==> src/rtl/dma_chan_ctl.sv <==
module dma_chan_ctl #(
  parameter int ADDR_W   = 2,
  parameter int PTR_W    = 8,
  parameter int LAT      = 4,
  parameter int CTRL_IDX = 0,
  parameter int DB_IDX   = 1
) (
  input  logic              clk,
  input  logic              rst_n,
  input  logic              reg_we,
  input  logic [ADDR_W-1:0] reg_addr,
  input  logic [31:0]       reg_wdata,
  output logic [31:0]       reg_rdata,
  input  logic [PTR_W-1:0]  cons_ptr,
  input  logic              xfer_busy,
  input  logic              err_in,
  output logic [7:0]        state_code,
  output logic              chan_active
);
  localparam int CW = $clog2(LAT + 1);
  localparam logic [7:0] C_DIS = 8'd0, C_EN = 8'd1, C_SUS = 8'd2, C_RST = 8'd9;
  localparam logic [7:0] S_DIS = 8'd0, S_EN = 8'd1, S_RUN = 8'd2, S_SUS = 8'd3, S_STOP = 8'd4;

  logic [7:0]       st, pcmd, last_cmd;
  logic [PTR_W-1:0] prod;
  logic [CW-1:0]    cnt;
  logic             pend;

  wire       unused_bits = ^reg_wdata;
  wire [7:0] wcmd   = reg_wdata[23:16];
  wire       wr_ctl = reg_we && (reg_addr == ADDR_W'(CTRL_IDX));
  wire       wr_db  = reg_we && (reg_addr == ADDR_W'(DB_IDX));
  wire       known  = (wcmd == C_DIS) || (wcmd == C_EN) || (wcmd == C_SUS) || (wcmd == C_RST);
  wire       act    = (st == S_EN) || (st == S_RUN);
  wire       work   = (prod != cons_ptr);
  wire       drain  = (pcmd == C_SUS) && act && xfer_busy;
  wire       fire   = pend && (cnt == '0) && !drain;
  wire       err_hit = err_in && act;

  logic [7:0] st_nx;
  always_comb begin
    st_nx = st;
    if (fire && pcmd == C_RST)
      st_nx = S_DIS;
    else if (err_hit)
      st_nx = S_STOP;
    else if (fire) begin
      case (pcmd)
        C_DIS:   if (st != S_STOP) st_nx = S_DIS;
        C_EN:    if (st != S_STOP) st_nx = work ? S_RUN : S_EN;
        C_SUS:   if (act) st_nx = S_SUS;
        default: st_nx = st;
      endcase
    end
    else if (st == S_EN && work)
      st_nx = S_RUN;
    else if (st == S_RUN && !work)
      st_nx = S_EN;
  end

  always_ff @(posedge clk or negedge rst_n) begin
    if (!rst_n) begin
      st       <= S_DIS;
      pend     <= 1'b0;
      pcmd     <= C_DIS;
      last_cmd <= C_DIS;
      cnt      <= '0;
      prod     <= '0;
    end else begin
      st <= st_nx;
      if (wr_db)
        prod <= reg_wdata[PTR_W-1:0];
      if (wr_ctl && known) begin
        pend     <= 1'b1;
        pcmd     <= wcmd;
        last_cmd <= wcmd;
        cnt      <= CW'(LAT - 1);
      end else if (fire || err_hit) begin
        pend <= 1'b0;
      end else if (pend && cnt != '0) begin
        cnt <= cnt - 1'b1;
      end
    end
  end

  assign state_code  = st;
  assign chan_active = act && !(pend && pcmd != C_EN);
  assign reg_rdata   = (reg_addr == ADDR_W'(CTRL_IDX)) ? {8'h00, last_cmd, st, 8'h00} :
                       (reg_addr == ADDR_W'(DB_IDX))   ? {{(32-PTR_W){1'b0}}, prod} : 32'h0;
endmodule


==> config.mk <==
export PLATFORM = sky130hd
export DESIGN_NAME = dma_chan_ctl
export DESIGN_NICKNAME = d
export VERILOG_FILES = /design/src/rtl/dma_chan_ctl.sv
export SDC_FILE = /design/constraint.sdc
export NUM_CORES = 1
export LEC_CHECK = 0
export BUFFER_PORTS_ARGS = -buffer_cell sky130_fd_sc_hd__buf_2
export CORE_ASPECT_RATIO = 1.25
export CORE_UTILIZATION = 44
export CTS_BUF_LIST = sky130_fd_sc_hd__clkbuf_8 sky130_fd_sc_hd__clkbuf_16
export CTS_CLUSTER_DIAMETER = 150
export DETAILED_ROUTE_END_ITERATION = 10
export PLACE_DENSITY = 0.81
export SYNTH_ARGS = -nofsm -noshare
export SYNTH_HDL_FRONTEND = slang
export SYNTH_SLANG_ARGS = --single-unit
export TNS_END_PERCENT = 50
==> constraint.sdc <==
create_clock -name clk -period 2.65 [get_ports clk]
set_input_delay 0.53 -clock clk [delete_from_list [all_inputs] [get_ports clk]]
set_output_delay 0.53 -clock clk [all_outputs]
set_load 0.005 [all_outputs]
Yosys cells after proc, flatten, opt, wreduce, memory -nomap -nowiden. Cells that the tools add are included.

Register bits after elaboration: 28. Input bits: 47. Word-level logic and storage cells: 72.

$add $sub $neg: 1. Eq/ne operators: 17. Multiplexer cells: 17. Reduce and logical (&&, ||, !) cells: 32.

Operators by type and width (number): two-way mux 8 bit (9); == test 8 x 1 -> 1 bit (second input constant) (3); == test 8 x 2 -> 1 bit (second input constant) (3); two-way mux 24 bit (1); case mux 8 bit (3 select lines) (1); == test 8 x 4 -> 1 bit (second input constant) (2); zero test 8 bit (2); logical AND 1 bit (14); inequality test 5 bit (second input constant) (2); two-way mux 3 bit (3); inequality test 8 x 1 -> 1 bit (second input constant) (1); inequality test 8 x 3 -> 1 bit (second input constant) (1); inequality test 8 bit (1); inequality test 6 x 1 -> 1 bit (second input constant) (1); logical OR 1 bit (5); inequality test 5 x 4 -> 1 bit (second input constant) (1); AND reduction 5 bit (1); nonzero test 5 bit (1); nonzero test 2 bit (2); zero test 1 bit (3); zero test 3 bit (1); nonzero test 3 bit (1); subtractor 3 x 1 -> 3 bit (second input constant) (1); == test 2 x 1 -> 1 bit (second input constant) (1); 5 further kinds (6).

Longest topological paths before layout. Gate-level depths: netlist of the first run.

Word-level depth: 9. Gate-level depth with buffers: 8.

Worst setup path after synthesis of the first run. OpenSTA, ideal clock, no wires.

Path type: reg-to-reg. Start point: register cnt[0]. End point: register st[0], in the netlist state_code[0]. Library setup time: 0.128 ns. Arrival time: 2.075 ns. Slack: 0.447 ns. Stages on the path, launching flop included: 9. Path buffers: 0. Clock period less this slack: 2.203 ns. Cells stage by stage: dfrtp_1 -> inv_1 -> ha_1 -> ha_1 -> and2_1 -> a41o_1 -> or3b_2 -> o211ai_2 -> mux2_1.

Word-level cells in the longest chain between the ends: 6. Elaborated cells between the ends (all ways): 13. Classes of those cells: eq/ne (4); mux (3); reduce/logical (6).

Ends and longest elaborated chain: from (decl) (line 26) `logic [CW-1:0] cnt;`; from (signal assigned) (line 77) `cnt <= CW'(LAT - 1);`; from (signal assigned) (line 81) `cnt <= cnt - 1'b1;`; zero test 3 bit (*) (line 37) `wire fire = pend && (cnt == '0) && !drain;`; logical AND 1 bit (*) (2 in series) (line 37); logical AND 1 bit or two-way mux 8 bit (tied branches) (line 43, 47); inequality test 6 x 1 -> 1 bit (no line), or another cell as far along; AND reduction 5 bit (no line) or two-way mux 8 bit (tied branches); to (signal assigned) (line 70) `st <= st_nx;`; to (decl) (line 24) `logic [7:0] st, pcmd, last_cmd;`.

Every way passes the cells marked *; elsewhere a longest branch is shown, timed or not. A chain may end at the register's enable or synchronous reset.

==> results_dict.tcl, run 1 <==
set metrics [dict create \
    grt_overflow 0 \
    endpoint "chan_active" \
    place_congestion 0.830 \
    drt_wl_total_mm 3.13 \
    synth_ff_type "dfrtp_1" \
    grt_pass1_vias 1191 \
    io_buffers 53 \
    rsz0062_at_grt "false" \
    pwr-share-seq_pct 43.1 \
    placed_area_um2 1760 \
    worstSetupPathType "flip-flop to output port" \
    yosysWarnings 0 \
    die_h_um 67.9 \
    die_width_um 54.7 \
    critPathLaunch "last_cmd[6]" \
    worstReg2RegStart "cnt[0]" \
    fin_crit_ps 2480 \
    drive_above_1_share_pct 36.8 \
    cp.required_ps 2120 \
    utilization_pct 55.6 \
    ctsResizeCount 0 \
    hold_buffers 0 \
    end_kind "output port" \
    vias_per_cell 5.01 \
    async_flop_share_pct 100 \
    cts_setup_buffers 0 \
    rows 23 \
    synth-edff-count 0 \
    fin_nets 259 \
    grt_first_pass_wirelength_mm 5.04 \
    switching_share_pct 33.4 \
    tns_ps 0 \
    wl_per_cell_um 12.7 \
    slew_violations 0 \
    io_pins 88 \
    area_growth_pct 18.3 \
    intPower_mw 0.733 \
    ir_drop_uv 429 \
    drt_first_pass_iters 4 \
    finClkSkew_ps 0.827 \
    postRouteAntennaNets 0 \
    hold_class "input port to async pin" \
    vias 1232 \
    power.share.clock_pct 20.0 \
    setup_violations 0 \
    antenna_found_initial 0 \
    drc 0 \
    r2r_slack_ps 300 \
    status "completed" \
    start_kind "flip-flop" \
    hold_ws_ps 229 \
    path_clk_slew_ps 80 \
    die_area_um2 3710 \
    path_max_fanout 4 \
    finish.instance_area_um2 1810 \
    ys_seq_elements 23 \
    coreArea_um2 3250 \
    totalPowerFinal_mw 1.10 \
    synthCells 156 \
    diodes 0 \
    reg2reg_depth 8 \
    post_synth.cell_area_avg_um2 9.79 \
    drt_iter0_drc 15 \
    power.density_nw_per_um2 609 \
    relSlewSlack_pct 57.9 \
    ctsHtreeMaxLevel 1 \
    tightest_slew_ps 615 \
    combPwrFrac_pct 36.9 \
    gr-usage-all-layers_pct 18.7 \
    fin_crit_sh_pct 93.5 \
    p_sw_mw 0.367 \
    cts_buffers 3 \
    crit_arrival_ps 1950 \
    initial_core_util_pct 47.0 \
    yosysSeqAreaShare_pct 37.7 \
    r2r-end "state_code[0]" \
    grt_max_degree 24 \
    clock_latency_ps 260 \
    dpl.hpwl_mm 2.47 \
    cts_tree "yes" \
    synthDistinctLibCells 40 \
    p_leak_nw 0.936 \
    clock.fmax_mhz 403 \
    clk_path_buf_depth 2 \
    drv_cap 0 \
    clock_sinks 23 \
    hold_viol_final 0 \
    synth_area_um2 1530 \
    cts_root_buffer "clkbuf_8" \
]
[power groups by stage]
stage,Sequential [mW],Clock (mW),Combinational [mW]
5_1_grt,0.487,0.237,0.459
3_5_place_dp,0.483,0,0.408
6_report,0.474,0.220,0.406
4_1_cts,0.476,0.224,0.410
2_1_floorplan,0.471,0,0.299
3_3_place_gp,0.483,0,0.394
[flip-flops by register name, summed over array words and instances (netlist names)]
register	flops
cnt	3
state_code	3
last_cmd	8
prod	8
pend	1
[per-stage QoR]
stage,std cells,worst slack (ps)
final,246,171
after global routing,246,60.5
after CTS,246,155
after detailed placement,242,281
after global placement,242,298
after floorplan,173,447
[cells by family (layout without fill, tap and decap cells)]
logic type	count (synthesis)	count (layout)	synth area share (%)
other	1	18	0.245
buffers and inverters	27	63	11.1
muxes	14	14	10.1
adders and majority gates	2	2	1.64
and+or+nand+nor	61	61	25.1
xor gates and xnor gates	9	9	5.16
DFF	23	23	37.7
AOI/OAI and AO/OA	19	19	9.09
[cell usage in the layout (no fill, tap or decap), types with 2 or more instances in the layout]
cell type and instances:
a21oi_1 4, and2_1 23, and2_2 2, buf_2 53, clkbuf_8 3, conb_1 18
dfrtp_1 23, ha_1 2, inv_1 5, mux2_2 10, mux2i_1 3, nand2_1 7
nand2b_1 3, nand3b_1 2, nand4_1 4, nor2_1 5, nor2b_1 4, nor4_1 2
o21ai_0 5, xnor2_1 9
[metal layers]
layer | global-route usage [%] | vias up | routed length (um)
li1 | - | 603 | -
met1 | 22.8 | 576 | 1290
met2 | 32.4 | 47 | 1640
met3 | 2.67 | 6 | 139
met4 | 7.05 | 0 | 59
met5 | 0 | - | 0
[cell usage after synthesis (all sizes together) (4+ instances only)]
| cell type | number | share of area (%) |
|---|---|---|
| a21oi | 4 | 1.3 |
| and2 | 25 | 10 |
| buf | 18 | 8.8 |
| clkbuf | 4 | 0.98 |
| dfrtp | 23 | 38 |
| inv | 5 | 1.2 |
| mux2 | 11 | 8.1 |
| nand2 | 7 | 1.7 |
| nand4 | 4 | 1.6 |
| nor2 | 6 | 2.0 |
| nor2b | 4 | 1.6 |
| o21ai | 6 | 2.0 |
| xnor2 | 9 | 5.2 |
[worst min-delay path by stage]
| stage | to | slack [ps] | cells past startpoint |
|---|---|---|---|
| 4_1_cts | prod[3] | 250 | 1 |
| 3_3_place_gp | last_cmd[7] | 490 | 1 |
| 5_1_grt | prod[3] | 270 | 1 |
| 6_report | prod[6] | 230 | 1 |
| 3_5_place_dp | last_cmd[7] | 500 | 1 |
| 2_1_floorplan | cnt[0] | 230 | 0 |
[layout make-up]
type	instances	area, um^2
timing repair buffer	54	273
fill	312	1450
tap	37	46.3
inverter	5	18.8
multi-input combinational	123	847
clock inverter	1	5.00
clock buffer	3	41.3
sequential	23	576
[critical path, stage by stage (launching register included)]
cell      delay (ps)
dfrtp_1          400
or4_4            580
nor3_4           200
nand3b_1         170
a21boi_0         200
buf_2            140
Power figures use the tool's default switching activity.
==> run 2: changes to the inputs <==
ABC_AREA = 1   (was unset)
CORE_UTILIZATION = 45   (was 44)
==> run 2 against run 1 <==
Effect of this change: worst setup slack improved by 550 ps; critical endpoint unchanged; synthesized area is 6.5% higher; first-iteration DRC count rose to 3.3 times the previous value; register-to-register slack gained 620 ps; largest power group unchanged; synthesized cell count up 41%; final area rose by 4.9%; die area up 4.0%; clock power fell by 3%; combinational power up 11%; critical path type unchanged; critical path depth up 1; global-route usage fell by 2.0 points; largest cell class unchanged.
==> results_dict.tcl, run 2 <==
set metrics [dict create \
    status "completed" \
    tns_ps 0 \
    yosysMostFrequentCell "nor2_1" \
    tightest_slew_ps 516 \
    nFillCells 353 \
    hold_buffers 0 \
    synth_ff_type "dfrtp_1" \
    diodes 0 \
    coreArea_um2 3480 \
    rsz0062_at_grt "false" \
    final_cell_mix "buf_2 (53), nor2_1 (40), inv_1 (39), nand2_1 (33), dfrtp_1 (23)" \
    crit_arrival_ps 1400 \
    vias 1454 \
    start_kind "flip-flop" \
    yosysTopAreaCell "dfrtp_1" \
    grt_max_degree 24 \
    area_growth_pct 16.5 \
    ys_seq_elements 23 \
    power.density_nw_per_um2 594 \
    pre_cts_ws_ps 448 \
    grt_overflow 0 \
    cts_root_buffer "clkbuf_8" \
    fin_cells 312 \
    io_buffers 53 \
    yosysSeqAreaShare_pct 35.4 \
    placedCellCount 308 \
    grt_first_pass_wirelength_mm 5.20 \
    synth_area_um2 1630 \
    path_clk_slew_ps 80 \
    drt_wl_total_mm 3.13 \
    synth-edff-count 0 \
    drv_cap 0 \
    ctsResizeCount 0 \
    io_pins 88 \
    critical_path.max_stage_delay_ps 410 \
    cts_setup_buffers 0 \
    antenna_found_initial 0 \
    clock.fmax_mhz 519 \
    async_flop_share_pct 100 \
    hold_class "input port to async pin" \
    slew_violations 0 \
    finish.instance_area_um2 1900 \
    drt_iter0_drc 50 \
    synth_top_area_share_pct 35.4 \
    clock_latency_ps 260 \
    die_h_um 69.2 \
    finClkSkew_ps 3.42 \
    drc 0 \
    gr-usage-all-layers_pct 16.7 \
    cts_tree "yes" \
    postRouteAntennaNets 0 \
    worstSetupPathType "flip-flop to output port" \
    crit_slowest_cell "dfrtp_1" \
    synthCells 220 \
    placed_area_um2 1850 \
    fin_crit_sh_pct 72.7 \
    synthDistinctLibCells 33 \
    cp.required_ps 2120 \
    drive_above_1_share_pct 27.5 \
    place_congestion 0.814 \
    crit_chain "nor2_1 -> nand2_2 -> nor2_1 -> nor2_1 -> nor2_1 -> buf_2" \
    end_kind "output port" \
    rows 24 \
    yosysWarnings 0 \
    clock_sinks 23 \
    fin_crit_ps 1930 \
    hold_viol_final 0 \
    drt_first_pass_iters 4 \
    p_leak_nw 1.11 \
    die_area_um2 3860 \
    largestRegisters "last_cmd: 8 flops, prod: 8 flops" \
    synth_common_cells "nor2_1 (40), inv_1 (38), nand2_1 (33)" \
    die_width_um 55.8 \
    clk_path_buf_depth 2 \
    hold_ws_ps 236 \
    initial_core_util_pct 46.7 \
    fin_nets 323 \
    final_common_cell "buf_2" \
    crit_top_cell "nor2_1" \
    cts_buffers 3 \
    ir_drop_uv 447 \
    synthTopCellsByArea "dfrtp_1 (35%), nor2_1 (9.2%), inv_1 (8.8%), buf_4 (8.3%), nand2_1 (7.6%)" \
    setup_violations 0 \
    path_max_fanout 4 \
    post_synth.cell_area_avg_um2 7.39 \
    wl_per_cell_um 10.0 \
    grt_pass1_vias 1308 \
    relSlewSlack_pct 65.5 \
    ctsHtreeMaxLevel 1 \
    vias_per_cell 4.66 \
    fin_ws_ps 724 \
    dpl.hpwl_mm 2.54 \
]
run 2: critical path: cells and delay by family (launching register included):
family / cells / cell delay, ps
simple gates: 5 / 620
flops: 1 / 410
buf+inv: 1 / 110
run 2: logic make-up (layout without fill, tap and decap cells):
kind of cell,after synthesis,count (layout),synth area share (%)
flops,23,23,35.4
compound gates,18,18,7.54
simple gates,106,106,31.5
fa+ha+maj,2,2,1.54
buf+inv,61,97,18.8
mux,1,1,0.615
other cells,1,18,0.231
xor+xnor,8,8,4.31
run 2: routing by layer:
metal  vias up  share of wire (%)  wire length (um)  global-route usage [%]
met5         -                  0                 0                       0
met4         0                1.4                43                    7.50
met3         5                3.5               109                    1.12
met2        51                 53              1670                    31.2
met1       657                 42              1310                    19.0
li1        741                  -                 -                       -
run 2: per-stage QoR:
| step | power, mW | utilization (%) |
|---|---|---|
| 3_3_place_gp | 0.901 | 53.1 |
| 3_5_place_dp | 0.924 | 53.1 |
| 4_1_cts | 1.14 | 54.4 |
| 5_1_grt | 1.22 | 54.4 |
| 6_report | 1.13 | 54.4 |
| 2_1_floorplan | 0.803 | - |
run 2: final cells by class:
cell class / count / area [um^2] / area share, %
tap: 39 / 48.8 / 2.57
sequential: 23 / 576 / 30.4
inverter: 40 / 153 / 8.05
multi-input combinational: 153 / 808 / 42.6
clock buffer: 3 / 41.3 / 2.18
clock inverter: 1 / 3.75 / 0.198
timing repair buffer: 53 / 265 / 14.0
run 2: where the power goes:
part	total (mW)	internal [mW]	switching (mW)
clock	0.214	0.103	0.110
sequential	0.460	0.416	0.0435
combinational	0.452	0.186	0.266
run 2: worst paths after layout:
check	to	slack (ps)	start	depth (start not counted)
setup / recovery	chan_active	720	last_cmd[5]	6
hold / removal	prod[2]	240	rst_n	1
setup reg to reg	state_code[0]	920	cnt[0]	10
hold reg to reg	last_cmd[7]	510	last_cmd[7]	2
max in group asynchronous	prod[6]	2070	rst_n	1
min in group clk	last_cmd[1]	490	reg_wdata[17]	3
